File: config.mk
export PLATFORM = sky130hd
export DESIGN_NAME = det_adc_seq
export DESIGN_NICKNAME = d
export VERILOG_FILES = /design/src/rtl/det_adc_pkg.sv /design/src/rtl/det_adc_edge.sv /design/src/rtl/det_adc_timer.sv /design/src/rtl/det_adc_result.sv /design/src/rtl/det_adc_seq.sv
export SDC_FILE = /design/constraint.sdc
export NUM_CORES = 1
export LEC_CHECK = 0
export ABC_CLOCK_PERIOD_IN_PS = 5600
export CAP_MARGIN = 20
export CORE_MARGIN = 3
export CORE_UTILIZATION = 50
export CTS_CLUSTER_DIAMETER = 30
export CTS_CLUSTER_SIZE = 24
export DETAILED_ROUTE_END_ITERATION = 10
export PLACE_DENSITY = 0.85
export SLEW_MARGIN = 10
export SYNTH_ARGS = -nofsm -noshare
export SYNTH_HDL_FRONTEND = slang
export SYNTH_SLANG_ARGS = --single-unit
File: constraint.sdc
create_clock -name clk -period 5.6 [get_ports clk]
set_clock_uncertainty 0.2 [all_clocks]
set_input_delay 1.12 -clock clk [delete_from_list [all_inputs] [get_ports clk]]
set_output_delay 1.12 -clock clk [all_outputs]
set_load 0.1 [all_outputs]
File: src/rtl/det_adc_pkg.sv
package det_adc_pkg;

  localparam int unsigned CTL_W          = 4;
  localparam int unsigned CTL_CLK_EN_BIT = 0;
  localparam int unsigned CTL_ADC_EN_BIT = 1;
  localparam int unsigned CTL_START_BIT  = 2;
  localparam int unsigned CTL_ROUTE_BIT  = 3;

  typedef enum logic [1:0] {
    SEQ_IDLE = 2'd0,
    SEQ_CONV = 2'd1,
    SEQ_HOLD = 2'd2
  } seq_state_t;

  // Both enables must be high for the converter to run.
  function automatic logic gate_open(logic [CTL_W-1:0] ctl);
    return ctl[CTL_CLK_EN_BIT] & ctl[CTL_ADC_EN_BIT];
  endfunction

  // True on the last counter value of a window of `cycles` edges.
  function automatic logic count_at_end(int unsigned cnt, int unsigned cycles);
    return cnt == (cycles - 1);
  endfunction

endpackage

File: src/rtl/det_adc_edge.sv
module det_adc_edge (
  input  logic clk,
  input  logic rst_n,
  input  logic start_in,
  output logic start_rise
);

  logic start_q;

  always_ff @(posedge clk or negedge rst_n) begin
    if (!rst_n) start_q <= 1'b0;
    else        start_q <= start_in;
  end

  assign start_rise = start_in & ~start_q;

  // A level held high cannot yield two rises in a row.
  assert_single_rise_R5: assert property (@(posedge clk) disable iff (!rst_n)
    start_rise |=> !start_rise);

endmodule

File: src/rtl/det_adc_timer.sv
module det_adc_timer #(
  parameter int unsigned CYCLES = 10000
) (
  input  logic clk,
  input  logic rst_n,
  input  logic clear,
  input  logic run,
  output logic at_end
);
  import det_adc_pkg::*;

  localparam int unsigned CNT_W = $clog2(CYCLES + 1);

  logic [CNT_W-1:0] cnt_q;

  assign at_end = run & count_at_end(32'(cnt_q), CYCLES);

  always_ff @(posedge clk or negedge rst_n) begin
    if (!rst_n)             cnt_q <= '0;
    else if (clear)         cnt_q <= '0;
    else if (run && !at_end) cnt_q <= cnt_q + 1'b1;
  end

  // The counter never passes the window length.
  assert_cnt_in_window_R3: assert property (@(posedge clk) disable iff (!rst_n)
    32'(cnt_q) < CYCLES);

endmodule

File: src/rtl/det_adc_result.sv
module det_adc_result #(
  parameter int unsigned DATA_W = 8
) (
  input  logic              clk,
  input  logic              rst_n,
  input  logic              capture,
  input  logic              clear_done,
  input  logic [DATA_W-1:0] sample,
  output logic [DATA_W-1:0] value_out,
  output logic              done_out
);

  logic [DATA_W-1:0] value_q;
  logic              done_q;

  always_ff @(posedge clk or negedge rst_n) begin
    if (!rst_n) begin
      value_q <= '0;
      done_q  <= 1'b0;
    end else begin
      if (capture) value_q <= sample;
      if (clear_done)   done_q <= 1'b0;
      else if (capture) done_q <= 1'b1;
    end
  end

  assign value_out = value_q;
  assign done_out  = done_q;

  // The sequencer must never publish and clear in the same cycle.
  assert_capture_clear_excl_R9: assert property (@(posedge clk) disable iff (!rst_n)
    !(capture && clear_done));

endmodule

File: src/rtl/det_adc_seq.sv
module det_adc_seq #(
  parameter int unsigned DATA_W      = 8,
  parameter int unsigned CONV_CYCLES = 10000
) (
  input  logic                 clk,
  input  logic                 rst_n,
  input  logic [3:0]           ctl_word,
  input  logic [DATA_W-1:0]    sample_in,
  output logic [DATA_W:0]      res_word
);
  import det_adc_pkg::*;

  seq_state_t  state_q, state_d;
  logic        gate;
  logic        start_rise;
  logic        win_end;
  logic        ev_trigger;
  logic        ev_abort;
  logic        ev_complete;
  logic        done_flag;
  logic [DATA_W-1:0] value;
  logic        unused_route;

  // Routing select only steers the analog output; the sequence ignores it.
  assign unused_route = ctl_word[CTL_ROUTE_BIT];

  assign gate = gate_open(ctl_word);

  det_adc_edge u_edge (
    .clk        (clk),
    .rst_n      (rst_n),
    .start_in   (ctl_word[CTL_START_BIT]),
    .start_rise (start_rise)
  );

  det_adc_timer #(.CYCLES(CONV_CYCLES)) u_timer (
    .clk    (clk),
    .rst_n  (rst_n),
    .clear  (state_q != SEQ_CONV),
    .run    ((state_q == SEQ_CONV) && gate),
    .at_end (win_end)
  );

  // Named events for the assertions.
  assign ev_trigger  = gate && start_rise && (state_q != SEQ_CONV);
  assign ev_abort    = (state_q == SEQ_CONV) && !gate;
  assign ev_complete = (state_q == SEQ_CONV) && gate && win_end;

  always_comb begin
    state_d = state_q;
    unique case (state_q)
      SEQ_IDLE: if (ev_trigger) state_d = SEQ_CONV;
      SEQ_CONV: begin
        if (!gate)           state_d = SEQ_IDLE;
        else if (ev_complete) state_d = SEQ_HOLD;
      end
      SEQ_HOLD: begin
        if (!gate)           state_d = SEQ_IDLE;
        else if (ev_trigger) state_d = SEQ_CONV;
      end
      default: state_d = SEQ_IDLE;
    endcase
  end

  always_ff @(posedge clk or negedge rst_n) begin
    if (!rst_n) state_q <= SEQ_IDLE;
    else        state_q <= state_d;
  end

  det_adc_result #(.DATA_W(DATA_W)) u_result (
    .clk        (clk),
    .rst_n      (rst_n),
    .capture    (ev_complete),
    .clear_done (ev_trigger || !gate),
    .sample     (sample_in),
    .value_out  (value),
    .done_out   (done_flag)
  );

  assign res_word = {done_flag, value};

  // idle stays idle without a gated rising edge of start.
  assert_idle_needs_edge_R2: assert property (@(posedge clk) disable iff (!rst_n)
    (state_q == SEQ_IDLE && !(start_rise && gate)) |=> state_q == SEQ_IDLE);

  // done rises only out of a running conversion.
  assert_done_from_conv_R3: assert property (@(posedge clk) disable iff (!rst_n)
    $rose(res_word[DATA_W]) |-> $past(state_q == SEQ_CONV));

  // no done flag while converting.
  assert_busy_no_done_R4: assert property (@(posedge clk) disable iff (!rst_n)
    (state_q == SEQ_CONV) |-> !res_word[DATA_W]);

  // the published word holds while gated and no new edge arrives.
  assert_hold_stable_R5: assert property (@(posedge clk) disable iff (!rst_n)
    (state_q == SEQ_HOLD && gate && !start_rise) |=> $stable(res_word));

  // losing an enable mid-conversion returns to idle with done low.
  assert_abort_idle_R6: assert property (@(posedge clk) disable iff (!rst_n)
    ev_abort |=> (state_q == SEQ_IDLE && !res_word[DATA_W]));

  // a new conversion clears the done flag on the next edge.
  assert_new_conv_clears_R7: assert property (@(posedge clk) disable iff (!rst_n)
    ev_trigger |=> !res_word[DATA_W]);

endmodule

==> results of run 1 <==
-- flip-flops by register name, indices dropped and copies added (netlist names) --
register / count
u_result.value_out: 8
state_q: 2
u_result.done_out: 1
u_timer.cnt_q: 14
u_edge.start_q: 1
-- cells by family (layout without fill, tap and decap cells) --
logic type	count (synthesis)	in the layout	share of synthesized area
compound gates	16	16	0.0932
flops	26	26	0.515
buf+inv	5	28	0.0178
mux	10	10	0.0872
xor+xnor	6	6	0.0416
fa+ha+maj	1	1	0.00991
simple gates	50	50	0.235
-- per-layer routing --
| metal | global-route usage | wire length [um] |
|---|---|---|
| met5 | 0 | 0 |
| met4 | 0.0881 | 31 |
| met3 | 0.0437 | 167 |
| met2 | 0.326 | 1350 |
| met1 | 0.210 | 1050 |
-- cell type report --
cell class,instances,area (um^2),share of cell area
inverter,2,7.51,0.00481
clock buffer,3,22.5,0.0144
clock inverter,1,30.0,0.0192
timing repair buffer,22,225,0.144
tap,28,35.0,0.0225
sequential,26,651,0.417
multi-input combinational,83,589,0.378
-- stage by stage --
stage / hold WS [ps] / power [W] / area, um^2
final: 322 / 0.000337 / 1560
after global routing: 347 / 0.000351 / 1560
after CTS: 327 / 0.000342 / 1560
after detailed placement: 296 / 0.000213 / 1510
after global placement: 288 / 0.000211 / 1490
after floorplan: 307 / 0.000198 / 1260
-- final timing paths --
path,end,slack [ps],cells past startpoint
min in group asynchronous,u_result.value_out[6],960,1
hold / removal,u_result.value_out[5],320,1
setup reg to reg,u_result.value_out[1],3300,5
setup / recovery,res_word[3],2430,1
max in group asynchronous,u_timer.cnt_q[0],3730,2
hold reg to reg,u_result.value_out[5],320,1
-- synthesized netlist by cell type --
master | instances | share of area
or3_1 | 1 | 0.0050
a211oi_1 | 1 | 0.0059
nand4_1 | 3 | 0.015
o22a_1 | 1 | 0.0069
mux2_2 | 8 | 0.071
nand4b_1 | 1 | 0.0069
o211ai_1 | 1 | 0.0059
nand3b_1 | 1 | 0.0059
a31o_2 | 2 | 0.014
nor2b_1 | 1 | 0.0050
nor2_1 | 10 | 0.030
dfrtp_1 | 26 | 0.52
and3_1 | 2 | 0.0099
o41ai_1 | 1 | 0.0069
buf_4 | 1 | 0.0059
inv_1 | 2 | 0.0059
or4_4 | 1 | 0.0089
nand3_1 | 5 | 0.020
and4_4 | 1 | 0.0089
nor3_1 | 3 | 0.012
o31ai_1 | 1 | 0.0059
nand2_1 | 10 | 0.030
clkbuf_1 | 2 | 0.0059
mux2i_1 | 2 | 0.016
o311ai_0 | 1 | 0.0069
nand2b_1 | 5 | 0.025
xnor2_1 | 6 | 0.042
nor4b_4 | 1 | 0.019
nor3b_4 | 1 | 0.015
ha_1 | 1 | 0.0099
o21ai_0 | 3 | 0.012
nor4_1 | 2 | 0.0099
or2_2 | 2 | 0.0099
a21oi_1 | 4 | 0.016
a41oi_2 | 1 | 0.013
-- where the power goes --
part	internal, W	total, W	leakage (nW)	switching (W)
combinational	0.0000102	0.0000202	0.259	0.0000101
clock	0.0000724	0.000128	0.0279	0.0000556
sequential	0.000188	0.000189	0.361	0.000000433
total	0.000271	0.000337	0.647	0.0000661
==> impl_metrics.env, run 1 <==
export IMPL_post_cts_resized=0
export IMPL_layout_common_cells="dfrtp_1 (26), clkdlybuf4s50_1 (21), nand2_1 (10), nor2_1 (10), mux2_2 (8)"
export IMPL_fin_cells=165
export IMPL_num_rows=17
export IMPL_drtAntennaViolNets=0
export IMPL_fill_cells=174
export IMPL_layout_commonest_cell="dfrtp_1"
export IMPL_initial_core_util=0.550
export IMPL_die_area_mm2=0.00316
export IMPL_ir_drop_v=0.000169
export IMPL_place_congestion=0.821
export IMPL_reg2reg_from="u_timer.cnt_q[0]"
export IMPL_num_io_pins=23
export IMPL_cts_root_buf="clkbuf_4"
export IMPL_io_buffers=21
export IMPL_worst_setup_path_type="flip-flop to primary output"
export IMPL_dp_cells=161
export IMPL_drtIter0Drc=36
export IMPL_cp_arrival_ps=1850
export IMPL_rsz0062_at_grt="false"
export IMPL_cts_tree="built"
export IMPL_clk_pin_slew_ps=140
export IMPL_critPathLaunchType="flip-flop"
export IMPL_dpl_hpwl_um=1950
export IMPL_postCtsSetupBuffers=0
export IMPL_overflow=0
export IMPL_max_cap_violations=0
export IMPL_hp_class="flip-flop to flip-flop"
export IMPL_ys_types=35
export IMPL_ys_ff_latch=26
export IMPL_yosysWarnings=0
export IMPL_period_needed_ps=3170
export IMPL_setup_viol=0
export IMPL_grt_pass1_wl_um=4580
export IMPL_status="complete, no violations"
export IMPL_nets=153
export IMPL_p_leak_nw=0.647
export IMPL_p_per_area_mw_per_mm2=216
export IMPL_cts_buffers=3
export IMPL_critPathLaunch="u_result.value_out[3]"
export IMPL_antenna_cells=0
export IMPL_syn_cell_area_mm2=0.00126
export IMPL_syn_num_nets=129
export IMPL_min_period_over_period=0.566
export IMPL_path_delay_family="buffers and inverters"
export IMPL_grt_max_degree=16
export IMPL_slew_headroom=0.346
export IMPL_utilization=0.679
export IMPL_totalWireLength_um=2600
export IMPL_core_area_mm2=0.00230
export IMPL_grt_total_usage=0.185
export IMPL_cpPeakStageDelay_ps=1140
export IMPL_dr_pass1_iters=4
export IMPL_clk_latency_ps=330
export IMPL_drc=0
export IMPL_drive_above_1_share=0.161
export IMPL_die_y_um=56.3
export IMPL_maxSlewViolCount=0
export IMPL_endpoint_kind="primary output"
export IMPL_synth_cells=114
export IMPL_syn2layout_area_growth_pct=23.6
export IMPL_place_ws_ps=2510
export IMPL_fmax_mhz=315
export IMPL_syn_avg_cell_area_um2=11.1
export IMPL_cts_max_path_buffers=2
export IMPL_cts_max_level=1
export IMPL_postCtsHoldBufs=0
export IMPL_antenna_found_initial=0
export IMPL_slowest_stage="clkdlybuf4s50_1"
export IMPL_setup_ws_ps=2430
export IMPL_drt_vias_per_instance=5.90
export IMPL_tightest_slew_ps=977
export IMPL_post_drt_wl_per_cell_um=15.8
export IMPL_cts_sinks=26
export IMPL_hold_violations=0
export IMPL_yosysSeqAreaShare=0.515
export IMPL_required_ps=4280
export IMPL_worstPathCellList="clkdlybuf4s50_1"
export IMPL_worstPathMaxFanout=2
export IMPL_die_w_um=56.3
export IMPL_crit_buf_inv=1
export IMPL_num_vias=974
export IMPL_grt_pass1_vias=1037
export IMPL_min_delay_start="u_result.value_out[5]"
export IMPL_tns_ps=0
Note: power is estimated with default switching activity, not from simulation.
==> run 2, diff against run 1 <==
--- a/config.mk
+++ b/config.mk
@@ -5,14 +5,15 @@
 export SDC_FILE = /design/constraint.sdc
 export NUM_CORES = 1
 export LEC_CHECK = 0
-export ABC_CLOCK_PERIOD_IN_PS = 5600
+export ABC_CLOCK_PERIOD_IN_PS = 2900
 export CAP_MARGIN = 20
+export CORE_ASPECT_RATIO = 2
 export CORE_MARGIN = 3
-export CORE_UTILIZATION = 50
+export CORE_UTILIZATION = 46
 export CTS_CLUSTER_DIAMETER = 30
 export CTS_CLUSTER_SIZE = 24
 export DETAILED_ROUTE_END_ITERATION = 10
-export PLACE_DENSITY = 0.85
+export PLACE_DENSITY = 0.82
 export SLEW_MARGIN = 10
 export SYNTH_ARGS = -nofsm -noshare
 export SYNTH_HDL_FRONTEND = slang
==> constraint.sdc (replaced) <==
create_clock -name clk -period 2.9 [get_ports clk]
set_clock_uncertainty 0.2 [all_clocks]
set_input_delay 0.58 -clock clk [delete_from_list [all_inputs] [get_ports clk]]
set_output_delay 0.58 -clock clk [all_outputs]
set_load 0.1 [all_outputs]
==> impl_metrics.env, run 2 (same netlist as run 1, synthesis figures left out) <==
export IMPL_num_rows=26
export IMPL_drtIter0Drc=27
export IMPL_post_cts_resized=0
export IMPL_period_needed_ps=2240
export IMPL_layout_common_cells="dfrtp_1 (26), clkdlybuf4s50_1 (12), nand2_1 (10), nor2_1 (10), buf_4 (10)"
export IMPL_die_y_um=80.1
export IMPL_die_area_mm2=0.00345
export IMPL_worstPathCellList="ha_1, and3_1, and4_4, nor3b_4, mux2_2"
export IMPL_totalWireLength_um=2670
export IMPL_nets=153
export IMPL_utilization=0.584
export IMPL_hold_violations=0
export IMPL_io_buffers=21
export IMPL_layout_commonest_cell="dfrtp_1"
export IMPL_p_leak_nw=0.657
export IMPL_max_cap_violations=0
export IMPL_fin_hold_ws_ps=315
export IMPL_grt_pass1_vias=1006
export IMPL_antenna_found_initial=0
export IMPL_postCtsSetupBuffers=0
export IMPL_ir_drop_v=0.000323
export IMPL_maxSlewViolCount=0
export IMPL_largest_register="u_timer.cnt_q"
export IMPL_critPathLaunchType="flip-flop"
export IMPL_p_total_w=0.000602
export IMPL_hp_class="flip-flop to flip-flop"
export IMPL_slowest_stage="dfrtp_1"
export IMPL_slew_headroom=0.477
export IMPL_overflow=0
export IMPL_stdcell_area_mm2=0.00152
export IMPL_syn2layout_area_growth_pct=20.3
export IMPL_antenna_cells=0
export IMPL_die_w_um=43.0
export IMPL_initial_core_util=0.485
export IMPL_grt_total_usage=0.168
export IMPL_required_ps=2860
export IMPL_cpPeakStageDelay_ps=400
export IMPL_cts_root_buf="clkbuf_8"
export IMPL_largest_register_ff_count=14
export IMPL_postCtsHoldBufs=0
export IMPL_fill_cells=222
export IMPL_p_per_area_mw_per_mm2=396
export IMPL_grt_pass1_wl_um=4390
export IMPL_seq_area_um2=651
export IMPL_place_area_mm2=0.00148
export IMPL_endpoint_kind="flip-flop"
export IMPL_num_io_pins=23
export IMPL_tightest_slew_ps=784
export IMPL_post_drt_wl_per_cell_um=16.3
export IMPL_min_period_over_period=0.774
export IMPL_drive_above_1_share=0.221
export IMPL_multi_input_area_um2=589
export IMPL_cts_buffers=3
export IMPL_status="complete, no violations"
export IMPL_clk_pin_slew_ps=90
export IMPL_tns_ps=0
export IMPL_cts_tree="built"
export IMPL_dr_pass1_iters=4
export IMPL_setup_viol=0
export IMPL_place_congestion=0.812
export IMPL_worstPathMaxFanout=8
export IMPL_drtAntennaViolNets=0
export IMPL_fmax_mhz=446
export IMPL_core_area_mm2=0.00260
export IMPL_rsz0062_at_grt="false"
export IMPL_cts_sinks=26
export IMPL_drt_vias_per_instance=5.73
export IMPL_cts_max_level=1
export IMPL_cp_arrival_ps=2210
export IMPL_clk_latency_ps=270
export IMPL_cts_max_path_buffers=2
export IMPL_dpl_hpwl_um=2020
export IMPL_worst_setup_path_type="flip-flop to flip-flop"
export IMPL_drc=0
export IMPL_num_vias=940
export IMPL_grt_max_degree=27
-- run 2: cell types whose count changed in the layout (fill, tap and decap cells not counted), sizes merged --
cell and delta:
clkdlybuf4s50 -9, buf +9, bufinv -1
-- run 2: per-stage QoR --
stage	worst slack, ps	cells
3_3_place_gp	396	161
2_1_floorplan	867	114
4_1_cts	642	164
3_5_place_dp	386	161
6_report	656	164
5_1_grt	527	164
-- run 2: layout make-up --
cell class,instances,area share
Sequential cell,26,0.428
Multi-Input combinational cell,83,0.388
Timing Repair Buffer,22,0.129
Clock buffer,3,0.0272
Tap cell,28,0.0231
Inverter,2,0.00494
-- run 2: path summary, 6_finish.rpt --
check                                         to  slack [ps]                  start  cells after the start
max                        u_result.value_out[4]         660       u_timer.cnt_q[0]                      5
min                        u_result.value_out[5]         320  u_result.value_out[5]                      1
max reg2reg                u_result.value_out[4]         660       u_timer.cnt_q[0]                      5
min reg2reg                u_result.value_out[5]         320  u_result.value_out[5]                      1
max in group asynchronous  u_result.value_out[5]        1760                  rst_n                      2
min in group asynchronous       u_timer.cnt_q[8]         480                  rst_n                      2
-- run 2: critical path: cells and delay by family (launching register included) --
kind,cells,cell delay [ps]
adders and majority gates,1,250
and+or+nand+nor,3,890
muxes,1,390
DFF,1,400
-- run 2: routing by layer --
metal,part of all wire,wire [um],track usage
met3,0.044,117,0.0314
met2,0.56,1490,0.336
met1,0.38,1010,0.160
met4,0.019,51,0.0634
met5,0,0,0
-- run 2: power by group --
part	total [W]	switching (W)	leakage, nW	internal (W)
registers	0.000364	0.000000886	0.361	0.000363
logic	0.0000372	0.0000186	0.275	0.0000187
clock network	0.000200	0.000107	0.0216	0.0000931
total	0.000601	0.000126	0.657	0.000475
==> run 3, diff against run 2 <==
--- a/config.mk
+++ b/config.mk
@@ -5,15 +5,14 @@
 export SDC_FILE = /design/constraint.sdc
 export NUM_CORES = 1
 export LEC_CHECK = 0
-export ABC_CLOCK_PERIOD_IN_PS = 2900
+export ABC_CLOCK_PERIOD_IN_PS = 2300
 export CAP_MARGIN = 20
-export CORE_ASPECT_RATIO = 2
 export CORE_MARGIN = 3
-export CORE_UTILIZATION = 46
+export CORE_UTILIZATION = 50
 export CTS_CLUSTER_DIAMETER = 30
 export CTS_CLUSTER_SIZE = 24
 export DETAILED_ROUTE_END_ITERATION = 10
-export PLACE_DENSITY = 0.82
+export PLACE_DENSITY = 0.85
 export SLEW_MARGIN = 10
 export SYNTH_ARGS = -nofsm -noshare
 export SYNTH_HDL_FRONTEND = slang
==> constraint.sdc (replaced) <==
create_clock -name clk -period 2.3 [get_ports clk]
set_clock_uncertainty 0.2 [all_clocks]
set_input_delay 0.46 -clock clk [delete_from_list [all_inputs] [get_ports clk]]
set_output_delay 0.46 -clock clk [all_outputs]
set_load 0.1 [all_outputs]
==> impl_metrics.env, run 3 (same netlist as run 1, synthesis figures left out) <==
export IMPL_hp_class="input port to async pin"
export IMPL_path_delay_family="simple AND/OR/NAND/NOR gates"
export IMPL_p_per_area_mw_per_mm2=463
export IMPL_slowest_stage="dfrtp_1"
export IMPL_period_needed_ps=2180
export IMPL_largest_register="u_timer.cnt_q"
export IMPL_post_drt_wl_per_cell_um=15.9
export IMPL_antenna_found_initial=0
export IMPL_cts_max_path_buffers=2
export IMPL_place_congestion=0.858
export IMPL_die_area_mm2=0.00316
export IMPL_gr_max_usage_layer="met2"
export IMPL_worst_setup_path_type="flip-flop to flip-flop"
export IMPL_ir_drop_v=0.000466
export IMPL_drive_above_1_share=0.274
export IMPL_post_cts_resized=0
export IMPL_tns_ps=0
export IMPL_cpPeakStageDelay_ps=410
export IMPL_drtAntennaViolNets=0
export IMPL_io_buffers=21
export IMPL_dpl_hpwl_um=2120
export IMPL_worstPathCellList="ha_1, and3_1, and4_4, nor3b_4, buf_12, mux2_2"
export IMPL_max_cap_violations=0
export IMPL_utilization=0.694
export IMPL_clk_latency_ps=310
export IMPL_hold_violations=0
export IMPL_fin_hold_ws_ps=283
export IMPL_cts_sinks=26
export IMPL_fmax_mhz=459
export IMPL_initial_core_util=0.550
export IMPL_num_vias=1034
export IMPL_maxSlewViolCount=0
export IMPL_cts_buffers=3
export IMPL_worstPathMaxFanout=8
export IMPL_use_met2=0.342
export IMPL_cp_arrival_ps=2190
export IMPL_grt_total_usage=0.189
export IMPL_layout_common_cells="dfrtp_1 (26), buf_4 (18), clkdlybuf4s50_1 (12)"
export IMPL_num_io_pins=23
export IMPL_totalWireLength_um=2770
export IMPL_die_w_um=56.3
export IMPL_grt_max_degree=27
export IMPL_postCtsHoldBufs=0
export IMPL_drtIter0Drc=20
export IMPL_drc=0
export IMPL_setup_viol=0
export IMPL_largest_register_ff_count=14
export IMPL_required_ps=2310
export IMPL_antenna_cells=0
export IMPL_overflow=0
export IMPL_status="complete, no violations"
export IMPL_syn2layout_area_growth_pct=26.3
export IMPL_cts_max_level=1
export IMPL_grt_pass1_wl_um=4730
export IMPL_clk_pin_slew_ps=130
export IMPL_grt_pass1_vias=1124
export IMPL_core_area_mm2=0.00230
export IMPL_postCtsSetupBuffers=0
export IMPL_cts_root_buf="clkbuf_4"
export IMPL_min_period_over_period=0.947
export IMPL_critPathLaunchType="flip-flop"
export IMPL_met3_usage=0.0368
export IMPL_dr_pass1_iters=4
export IMPL_cts_tree="built"
export IMPL_met1_usage=0.216
export IMPL_num_rows=17
export IMPL_nets=162
export IMPL_crit_buf_inv=1
export IMPL_rsz0062_at_grt="false"
export IMPL_tightest_slew_ps=356
export IMPL_endpoint_kind="flip-flop"
export IMPL_die_y_um=56.3
export IMPL_slew_headroom=0.759
export IMPL_drt_vias_per_instance=5.94
export IMPL_p_leak_nw=0.702
export IMPL_layout_commonest_cell="dfrtp_1"
run 3: changes by cell type in the layout (fill, tap and decap cells not counted):
cell      previous run  this run
buf_4               10        18
clkbuf_4             0         3
clkbuf_8             3         1
buf_12               0         1
run 3: report_power, final:
| part | internal (W) | switching [W] |
|---|---|---|
| Clock | 0.0000968 | 0.000128 |
| Sequential | 0.000459 | 0.00000116 |
| Combinational | 0.0000286 | 0.0000254 |
run 3: layer usage:
layer	up-vias	routed length [um]
met5	-	0
met4	0	13
met3	2	105
met2	32	1500
met1	525	1140
li1	475	-
run 3: cell type report:
cell class	instances	area, um^2
inverter	2	7.51
multi-input combinational	83	589
fill	172	703
tap	28	35.0
timing repair buffer	31	275
sequential	26	651
clock buffer	4	36.3
run 3: worst paths after layout:
path                                        from                    end  slack, ps  depth (start not counted)
setup / recovery                u_timer.cnt_q[0]  u_result.value_out[6]        120                          6
hold / removal                             rst_n       u_timer.cnt_q[2]        280                          2
setup reg to reg                u_timer.cnt_q[0]  u_result.value_out[6]        120                          6
hold reg to reg            u_result.value_out[7]  u_result.value_out[7]        330                          1
max in group asynchronous                  rst_n      u_result.done_out       1360                          2
min in group clk           u_result.value_out[7]  u_result.value_out[7]        330                          1
run 3: per-stage QoR:
| stage | setup slack (ps) | cells | instance area, um^2 | total power [W] |
|---|---|---|---|---|
| after floorplan | 267 | 114 | 1260 | 0.000482 |
| after global placement | -9.08 | 170 | 1560 | 0.000521 |
| after detailed placement | -54.6 | 170 | 1560 | 0.000523 |
| after CTS | 115 | 174 | 1590 | 0.000748 |
| after global routing | 38.0 | 174 | 1590 | 0.000772 |
| final | 122 | 174 | 1590 | 0.000739 |
